===== src/rtl/tlb_pkg.sv =====
package tlb_pkg;
  localparam int VA_W  = 14;
  localparam int PA_W  = 12;
  localparam int OFF_W = 6;
  localparam int SET_W = 2;
  localparam int WAYS  = 4;
  localparam int VPN_W = VA_W - OFF_W;
  localparam int PPN_W = PA_W - OFF_W;
  localparam int TAG_W = VPN_W - SET_W;
  localparam int SETS  = 1 << SET_W;
  localparam int WAY_W = $clog2(WAYS);

  typedef struct packed {
    logic [TAG_W-1:0] tag;
    logic [PPN_W-1:0] ppn;
    logic             rd;
    logic             wr;
    logic             usr;
  } tlb_ent_t;
endpackage


===== src/rtl/tlb_store.sv =====
module tlb_store import tlb_pkg::*; (
  input  logic                        clk_i,
  input  logic                        rst_ni,
  input  logic                        flush_i,
  input  logic                        wr_en_i,
  input  logic [SET_W-1:0]            wr_set_i,
  input  logic [WAY_W-1:0]            wr_way_i,
  input  tlb_ent_t                    wr_ent_i,
  input  logic [SET_W-1:0]            lk_set_i,
  output logic [WAYS-1:0]             lk_vld_o,
  output tlb_ent_t [WAYS-1:0]         lk_ent_o,
  input  logic [SET_W-1:0]            fl_set_i,
  output logic [WAYS-1:0]             fl_vld_o,
  output logic [WAYS-1:0][TAG_W-1:0]  fl_tag_o
);
  logic     [SETS-1:0][WAYS-1:0] valid_q;
  tlb_ent_t [SETS-1:0][WAYS-1:0] ent_q;

  always_ff @(posedge clk_i or negedge rst_ni) begin
    if (!rst_ni) begin
      valid_q <= '0;
      ent_q   <= '0;
    end else if (flush_i) begin
      valid_q <= '0;
    end else if (wr_en_i) begin
      valid_q[wr_set_i][wr_way_i] <= 1'b1;
      ent_q[wr_set_i][wr_way_i]   <= wr_ent_i;
    end
  end

  assign lk_vld_o = valid_q[lk_set_i];
  assign lk_ent_o = ent_q[lk_set_i];
  assign fl_vld_o = valid_q[fl_set_i];

  for (genvar w = 0; w < WAYS; w++) begin : g_ftag
    assign fl_tag_o[w] = ent_q[fl_set_i][w].tag;
  end

  AST_FLUSH_CLEARS: assert property (@(posedge clk_i) disable iff (!rst_ni)
    flush_i |=> (valid_q == '0));
  AST_FILL_LANDS: assert property (@(posedge clk_i) disable iff (!rst_ni)
    (wr_en_i && !flush_i) |=> valid_q[$past(wr_set_i)][$past(wr_way_i)]);
endmodule


===== src/rtl/tlb_match.sv =====
module tlb_match import tlb_pkg::*; (
  input  logic [WAYS-1:0]     vld_i,
  input  tlb_ent_t [WAYS-1:0] ent_i,
  input  logic [TAG_W-1:0]    tag_i,
  output logic                hit_o,
  output logic [WAYS-1:0]     match_o,
  output tlb_ent_t            ent_o
);
  for (genvar w = 0; w < WAYS; w++) begin : g_cmp
    assign match_o[w] = vld_i[w] && (ent_i[w].tag == tag_i);
  end

  // OR-mux: at most one way matches
  always_comb begin
    ent_o = '0;
    for (int w = 0; w < WAYS; w++)
      if (match_o[w]) ent_o = ent_o | ent_i[w];
  end

  assign hit_o = |match_o;
endmodule


===== src/rtl/tlb_perm.sv =====
module tlb_perm import tlb_pkg::*; (
  input  tlb_ent_t ent_i,
  input  logic     write_i,
  input  logic     super_i,
  output logic     deny_o
);
  logic kind_ok, priv_ok;
  assign kind_ok = write_i ? ent_i.wr : ent_i.rd;
  assign priv_ok = super_i || ent_i.usr;
  assign deny_o  = !(kind_ok && priv_ok);
endmodule


===== src/rtl/tlb_victim.sv =====
module tlb_victim import tlb_pkg::*; (
  input  logic                        clk_i,
  input  logic                        rst_ni,
  input  logic                        fill_en_i,
  input  logic [SET_W-1:0]            set_i,
  input  logic [TAG_W-1:0]            tag_i,
  input  logic [WAYS-1:0]             vld_i,
  input  logic [WAYS-1:0][TAG_W-1:0]  tags_i,
  output logic [WAY_W-1:0]            way_o,
  output logic [WAYS-1:0]             match_o
);
  logic [SETS-1:0][WAY_W-1:0] rr_q;
  logic             any_m, any_free, use_rr;
  logic [WAY_W-1:0] m_way, f_way;

  always_comb begin
    any_m = 1'b0; m_way = '0;
    any_free = 1'b0; f_way = '0;
    for (int w = WAYS-1; w >= 0; w--) begin
      match_o[w] = vld_i[w] && (tags_i[w] == tag_i);
      if (match_o[w]) begin any_m = 1'b1; m_way = WAY_W'(w); end
      if (!vld_i[w])  begin any_free = 1'b1; f_way = WAY_W'(w); end
    end
    use_rr = !any_m && !any_free;
    way_o  = any_m ? m_way : (any_free ? f_way : rr_q[set_i]);
  end

  always_ff @(posedge clk_i or negedge rst_ni) begin
    if (!rst_ni)                rr_q <= '0;
    else if (fill_en_i && use_rr) rr_q[set_i] <= rr_q[set_i] + 1'b1;
  end

  AST_RR_HOLDS_UNLESS_FULL: assert property (@(posedge clk_i) disable iff (!rst_ni)
    (!fill_en_i || !(&vld_i)) |=> $stable(rr_q));
  AST_TAG_UNIQUE: assert property (@(posedge clk_i) disable iff (!rst_ni)
    fill_en_i |-> $onehot0(match_o));
endmodule


===== src/rtl/tlb_xlate.sv =====
module tlb_xlate import tlb_pkg::*; (
  input  logic              clk_i,
  input  logic              rst_ni,
  input  logic              req_valid_i,
  input  logic [VA_W-1:0]   req_vaddr_i,
  input  logic              req_write_i,
  input  logic              req_super_i,
  input  logic              flush_i,
  input  logic              fill_valid_i,
  input  logic [VPN_W-1:0]  fill_vpn_i,
  input  logic [PPN_W-1:0]  fill_ppn_i,
  input  logic              fill_rd_i,
  input  logic              fill_wr_i,
  input  logic              fill_user_i,
  output logic              rsp_valid_o,
  output logic              rsp_hit_o,
  output logic              rsp_miss_o,
  output logic              rsp_fault_o,
  output logic [PA_W-1:0]   rsp_paddr_o
);
  logic [SET_W-1:0] lk_set, fl_set;
  logic [TAG_W-1:0] lk_tag, fl_tag;
  assign lk_set = req_vaddr_i[OFF_W +: SET_W];
  assign lk_tag = req_vaddr_i[OFF_W+SET_W +: TAG_W];
  assign fl_set = fill_vpn_i[SET_W-1:0];
  assign fl_tag = fill_vpn_i[SET_W +: TAG_W];

  logic                       wr_en;
  logic [WAY_W-1:0]           fl_way;
  tlb_ent_t                   fl_ent;
  logic [WAYS-1:0]            lk_vld, fl_vld, lk_match, fl_match;
  tlb_ent_t [WAYS-1:0]        lk_ents;
  logic [WAYS-1:0][TAG_W-1:0] fl_tags;
  tlb_ent_t                   lk_ent;
  logic                       lk_hit, lk_deny;

  assign wr_en  = fill_valid_i && !flush_i;
  assign fl_ent = '{tag: fl_tag, ppn: fill_ppn_i, rd: fill_rd_i, wr: fill_wr_i, usr: fill_user_i};

  tlb_store u_store (
    .clk_i, .rst_ni, .flush_i,
    .wr_en_i(wr_en), .wr_set_i(fl_set), .wr_way_i(fl_way), .wr_ent_i(fl_ent),
    .lk_set_i(lk_set), .lk_vld_o(lk_vld), .lk_ent_o(lk_ents),
    .fl_set_i(fl_set), .fl_vld_o(fl_vld), .fl_tag_o(fl_tags)
  );

  tlb_victim u_victim (
    .clk_i, .rst_ni, .fill_en_i(wr_en), .set_i(fl_set), .tag_i(fl_tag),
    .vld_i(fl_vld), .tags_i(fl_tags), .way_o(fl_way), .match_o(fl_match)
  );

  tlb_match u_match (
    .vld_i(lk_vld), .ent_i(lk_ents), .tag_i(lk_tag),
    .hit_o(lk_hit), .match_o(lk_match), .ent_o(lk_ent)
  );

  tlb_perm u_perm (
    .ent_i(lk_ent), .write_i(req_write_i), .super_i(req_super_i), .deny_o(lk_deny)
  );

  always_ff @(posedge clk_i or negedge rst_ni) begin
    if (!rst_ni) begin
      rsp_valid_o <= 1'b0;
      rsp_hit_o   <= 1'b0;
      rsp_miss_o  <= 1'b0;
      rsp_fault_o <= 1'b0;
      rsp_paddr_o <= '0;
    end else begin
      rsp_valid_o <= req_valid_i;
      rsp_hit_o   <= req_valid_i && lk_hit;
      rsp_miss_o  <= req_valid_i && !lk_hit;
      rsp_fault_o <= req_valid_i && lk_hit && lk_deny;
      rsp_paddr_o <= (req_valid_i && lk_hit && !lk_deny) ?
                     {lk_ent.ppn, req_vaddr_i[OFF_W-1:0]} : '0;
    end
  end

  AST_NO_MULTIHIT: assert property (@(posedge clk_i) disable iff (!rst_ni)
    req_valid_i |-> $onehot0(lk_match));
  AST_MISS_NO_ADDR: assert property (@(posedge clk_i) disable iff (!rst_ni)
    rsp_miss_o |-> (!rsp_hit_o && rsp_paddr_o == '0));
  AST_FAULT_NEEDS_HIT: assert property (@(posedge clk_i) disable iff (!rst_ni)
    rsp_fault_o |-> (rsp_hit_o && rsp_paddr_o == '0));
  AST_OFFSET_KEPT: assert property (@(posedge clk_i) disable iff (!rst_ni)
    (req_valid_i && lk_hit && !lk_deny) |=> (rsp_paddr_o[OFF_W-1:0] == $past(req_vaddr_i[OFF_W-1:0])));
  AST_IDLE_QUIET: assert property (@(posedge clk_i) disable iff (!rst_ni)
    !rsp_valid_o |-> !(rsp_hit_o || rsp_miss_o || rsp_fault_o));
endmodule


===== config.mk =====
export PLATFORM = sky130hd
export DESIGN_NAME = tlb_xlate
export DESIGN_NICKNAME = d
export VERILOG_FILES = /design/src/rtl/tlb_pkg.sv /design/src/rtl/tlb_store.sv /design/src/rtl/tlb_match.sv /design/src/rtl/tlb_perm.sv /design/src/rtl/tlb_victim.sv /design/src/rtl/tlb_xlate.sv
export SDC_FILE = /design/constraint.sdc
export NUM_CORES = 1
export LEC_CHECK = 0
export ABC_AREA = 0
export BUFFER_PORTS_ARGS = -buffer_cell sky130_fd_sc_hd__buf_2
export CORE_MARGIN = 1
export CORE_UTILIZATION = 58
export DETAILED_ROUTE_END_ITERATION = 10
export PLACE_DENSITY = 0.73
export SLEW_MARGIN = 40
export SYNTH_ARGS = -nofsm -noshare
export SYNTH_HDL_FRONTEND = slang
export SYNTH_SLANG_ARGS = --single-unit
export TNS_END_PERCENT = 50

===== constraint.sdc =====
create_clock -name clk_i -period 5.1 [get_ports clk_i]
set_input_delay 0.255 -clock clk_i [delete_from_list [all_inputs] [get_ports clk_i]]
set_output_delay 0.255 -clock clk_i [all_outputs]
set_load 0.02 [all_outputs]

==> flow_summary.json <==
{
  "outcome": "finished, final reports clean",
  "wl_met3_mm": 1.91,
  "ctsResizeCount": 0,
  "die_w_um": 158,
  "cap_violations": 0,
  "grt_pass1_vias": 8769,
  "area_growth_pct": 11.8,
  "seq_area_mm2": 0.00701,
  "cts_max_level": 1,
  "antennaDiodeCount": 0,
  "die_y_um": 158,
  "wl_per_cell_um": 24.3,
  "setup_tns_ps": 0,
  "reg2reg_depth": 9,
  "syn_inst": 1004,
  "io_buffers": 53,
  "finalCriticalPeriod_ps": 3500,
  "multi_input_area_mm2": 0.00663,
  "async_reset_ff_frac": 1.00,
  "seq_power_share": 0.458,
  "cts_max_path_buffers": 3,
  "timing.rr.end": "u_store.ent_q[210]$_DFFE_PN0P_",
  "crit_path_start_kind": "input port",
  "finalPower_w": 0.00565,
  "wl_met1_mm": 15.2,
  "hold_viol": 0,
  "ys_seq_area_frac": 0.495,
  "clock-sinks": 280,
  "grt_use_total": 0.284,
  "clock-skew-final_ps": 15.2,
  "synthTopCellsByArea": "dfrtp_1, mux2_2, mux4_2",
  "drc": 0,
  "gr-total-overflow": 0,
  "ys.warnings.count": 0,
  "synthesis.nets": 1042,
  "wl_mm": 33.5,
  "period_share": 0.686,
  "ant_nets": 0,
  "power.leakage_nw": 7.53,
  "crit_type": "input port to flip-flop",
  "synth_common_cells": "dfrtp_1, mux2_2, mux4_2",
  "crit_required_ps": 5540,
  "synth_seq_cells": 280,
  "drtIter0Drc": 689,
  "finalSetupViolCount": 0,
  "maxSlewHeadroom": 0.482,
  "start_util": 0.598,
  "top_layer": "met4",
  "postPlaceCellArea_mm2": 0.0146,
  "worstPathArrival_ps": 3940,
  "dpl.hpwl_mm": 21.3,
  "slew_violations": 0,
  "coreArea_mm2": 0.0237,
  "clk_pin_slew_ps": 70,
  "ys_types": 58,
  "netlist_area_mm2": 0.0142,
  "yosysTopAreaCellShare": 0.495,
  "clk_latency_ps": 560,
  "finish.instance_area_mm2": 0.0158,
  "hold_class": "input port to asynchronous set/reset pin",
  "n_fill_cell": 1732,
  "switchingPower_w": 0.00134,
  "synth_ff_type": "dfrtp_1",
  "grt_start_max_net_pins": 128,
  "p_per_area_mw_per_mm2": 357,
  "intPower_w": 0.00431,
  "netSwitchingFraction": 0.236,
  "pwr-share-clk": 0.419,
  "vias_per_cell": 6.23,
  "post-cts-setup-buffers": 0,
  "std_cell_rows": 56,
  "yosysTopAreaCell": "dfrtp_1",
  "dieArea_mm2": 0.0250,
  "rrSetupSlack_ps": 1660,
  "fin_util": 0.668,
  "drt_pass1_iterations": 5,
  "grt_pass1_wl_mm": 52.5,
  "wl_met2_mm": 15.7,
  "final_nets": 1076,
  "root_buffer": "clkbuf_16",
  "rsz0062_at_grt": "no",
  "drive_gt1_frac": 0.416,
  "dr_total_vias": 8577,
  "avgSynthCellArea_um2": 14.1,
  "gp_congestion": 0.946,
  "combPwrFrac": 0.123,
  "peakVddDrop_v": 0.000296,
  "whs_ps": 163,
  "synth_edf_count": 0,
  "io_pins": 54,
  "yosysMostFrequentCell": "dfrtp_1",
  "worstMarginPinSlew_ps": 777,
  "timing.rr.start": "u_store.ent_q[174]$_DFFE_PN0P_",
  "hold_buffers": 8,
  "tritoncts": "built",
  "max_freq_mhz": 286,
  "antenna_found_initial": 0,
  "critPathMaxFanout": 25,
  "endpoint_kind": "flip-flop",
  "cts_buffers": 30
}
-- layout by cell type (no fill, tap or decap), drive strengths merged, types with 3 or more instances in the layout --
cell,n
a2111oi,3
a21boi,6
a21oi,5
a221oi,7
a22oi,4
and2,9
and3,5
buf,74
bufinv,6
clkbuf,43
dfrtp,280
dlygate4sd3,8
inv,29
mux2,243
mux2i,46
mux4,65
nand2,33
nand2b,9
nand3,4
nand4,6
nor2,10
nor2b,8
nor3,8
nor4,3
o211ai,3
o21ai,33
o221ai,4
o32ai,7
xnor2,33
xor2,36
-- worst max-delay path, stage by stage --
cell      delay [ps]
buf_2            580
buf_4            360
mux4_2           530
xor2_1           150
or4_4            490
a31oi_1          150
or3_1            160
nand2b_1         560
buf_4            300
mux2_2           350
-- per-layer routing --
| layer | GRT usage | up-vias |
|---|---|---|
| li1 | - | 3747 |
| met1 | 0.414 | 4505 |
| met2 | 0.448 | 280 |
| met3 | 0.0474 | 45 |
| met4 | 0.0659 | 0 |
| met5 | 0 | - |
-- cell type report --
| class | count | share of cell area |
|---|---|---|
| Timing Repair Buffer | 82 | 0.0381 |
| Tap cell | 319 | 0.0252 |
| Sequential cell | 280 | 0.443 |
| Clock inverter | 9 | 0.0133 |
| Inverter | 28 | 0.00664 |
| Multi-Input combinational cell | 616 | 0.419 |
| Clock buffer | 43 | 0.0556 |
-- cell families (layout without fill, tap and decap cells) --
| group | count (synthesis) | count (layout) | share of synthesized area |
|---|---|---|---|
| DFF | 280 | 280 | 0.495 |
| muxes | 354 | 354 | 0.339 |
| and+or+nand+nor | 106 | 106 | 0.0420 |
| AOI/OAI and AO/OA | 87 | 87 | 0.0438 |
| xor gates and xnor gates | 69 | 69 | 0.0427 |
| buffers and inverters | 108 | 162 | 0.0376 |
-- worst max path at each step --
stage,start,to,slack (ps),cells after the start
after CTS,fill_vpn_i[0],u_store.ent_q[58]$_DFFE_PN0P_,1610,8
after global placement,fill_vpn_i[0],u_store.ent_q[48]$_DFFE_PN0P_,1020,8
final,fill_vpn_i[0],u_store.ent_q[210]$_DFFE_PN0P_,1600,10
after detailed placement,fill_vpn_i[0],u_store.ent_q[51]$_DFFE_PN0P_,1030,8
after global routing,fill_vpn_i[0],u_store.ent_q[191]$_DFFE_PN0P_,1390,10
after floorplan,fill_vpn_i[0],u_store.ent_q[180]$_DFFE_PN0P_,1890,12
-- registers in the layout, indices dropped and copies added (netlist names) --
name	cells
rsp_hit_o	1
u_store.ent_q	240
rsp_fault_o	1
u_victim.rr_q	8
rsp_valid_o	1
rsp_miss_o	1
u_store.valid_q	16
rsp_paddr_o	12
-- per-stage QoR --
stage / cells / worst slack (ps)
final: 1377 / 1600
after global placement: 1316 / 1020
after global routing: 1377 / 1390
after CTS: 1376 / 1610
after floorplan: 1004 / 1890
after detailed placement: 1316 / 1030
-- power groups by stage --
stage / clock network [W] / logic, W / registers [W]
after global routing: 0.00249 / 0.000757 / 0.00261
after CTS: 0.00240 / 0.000698 / 0.00258
after floorplan: 0 / 0.000526 / 0.00257
final: 0.00237 / 0.000695 / 0.00258
after detailed placement: 0 / 0.000690 / 0.00262
after global placement: 0 / 0.000674 / 0.00261
No activity file was read; power rests on OpenSTA's default activity.
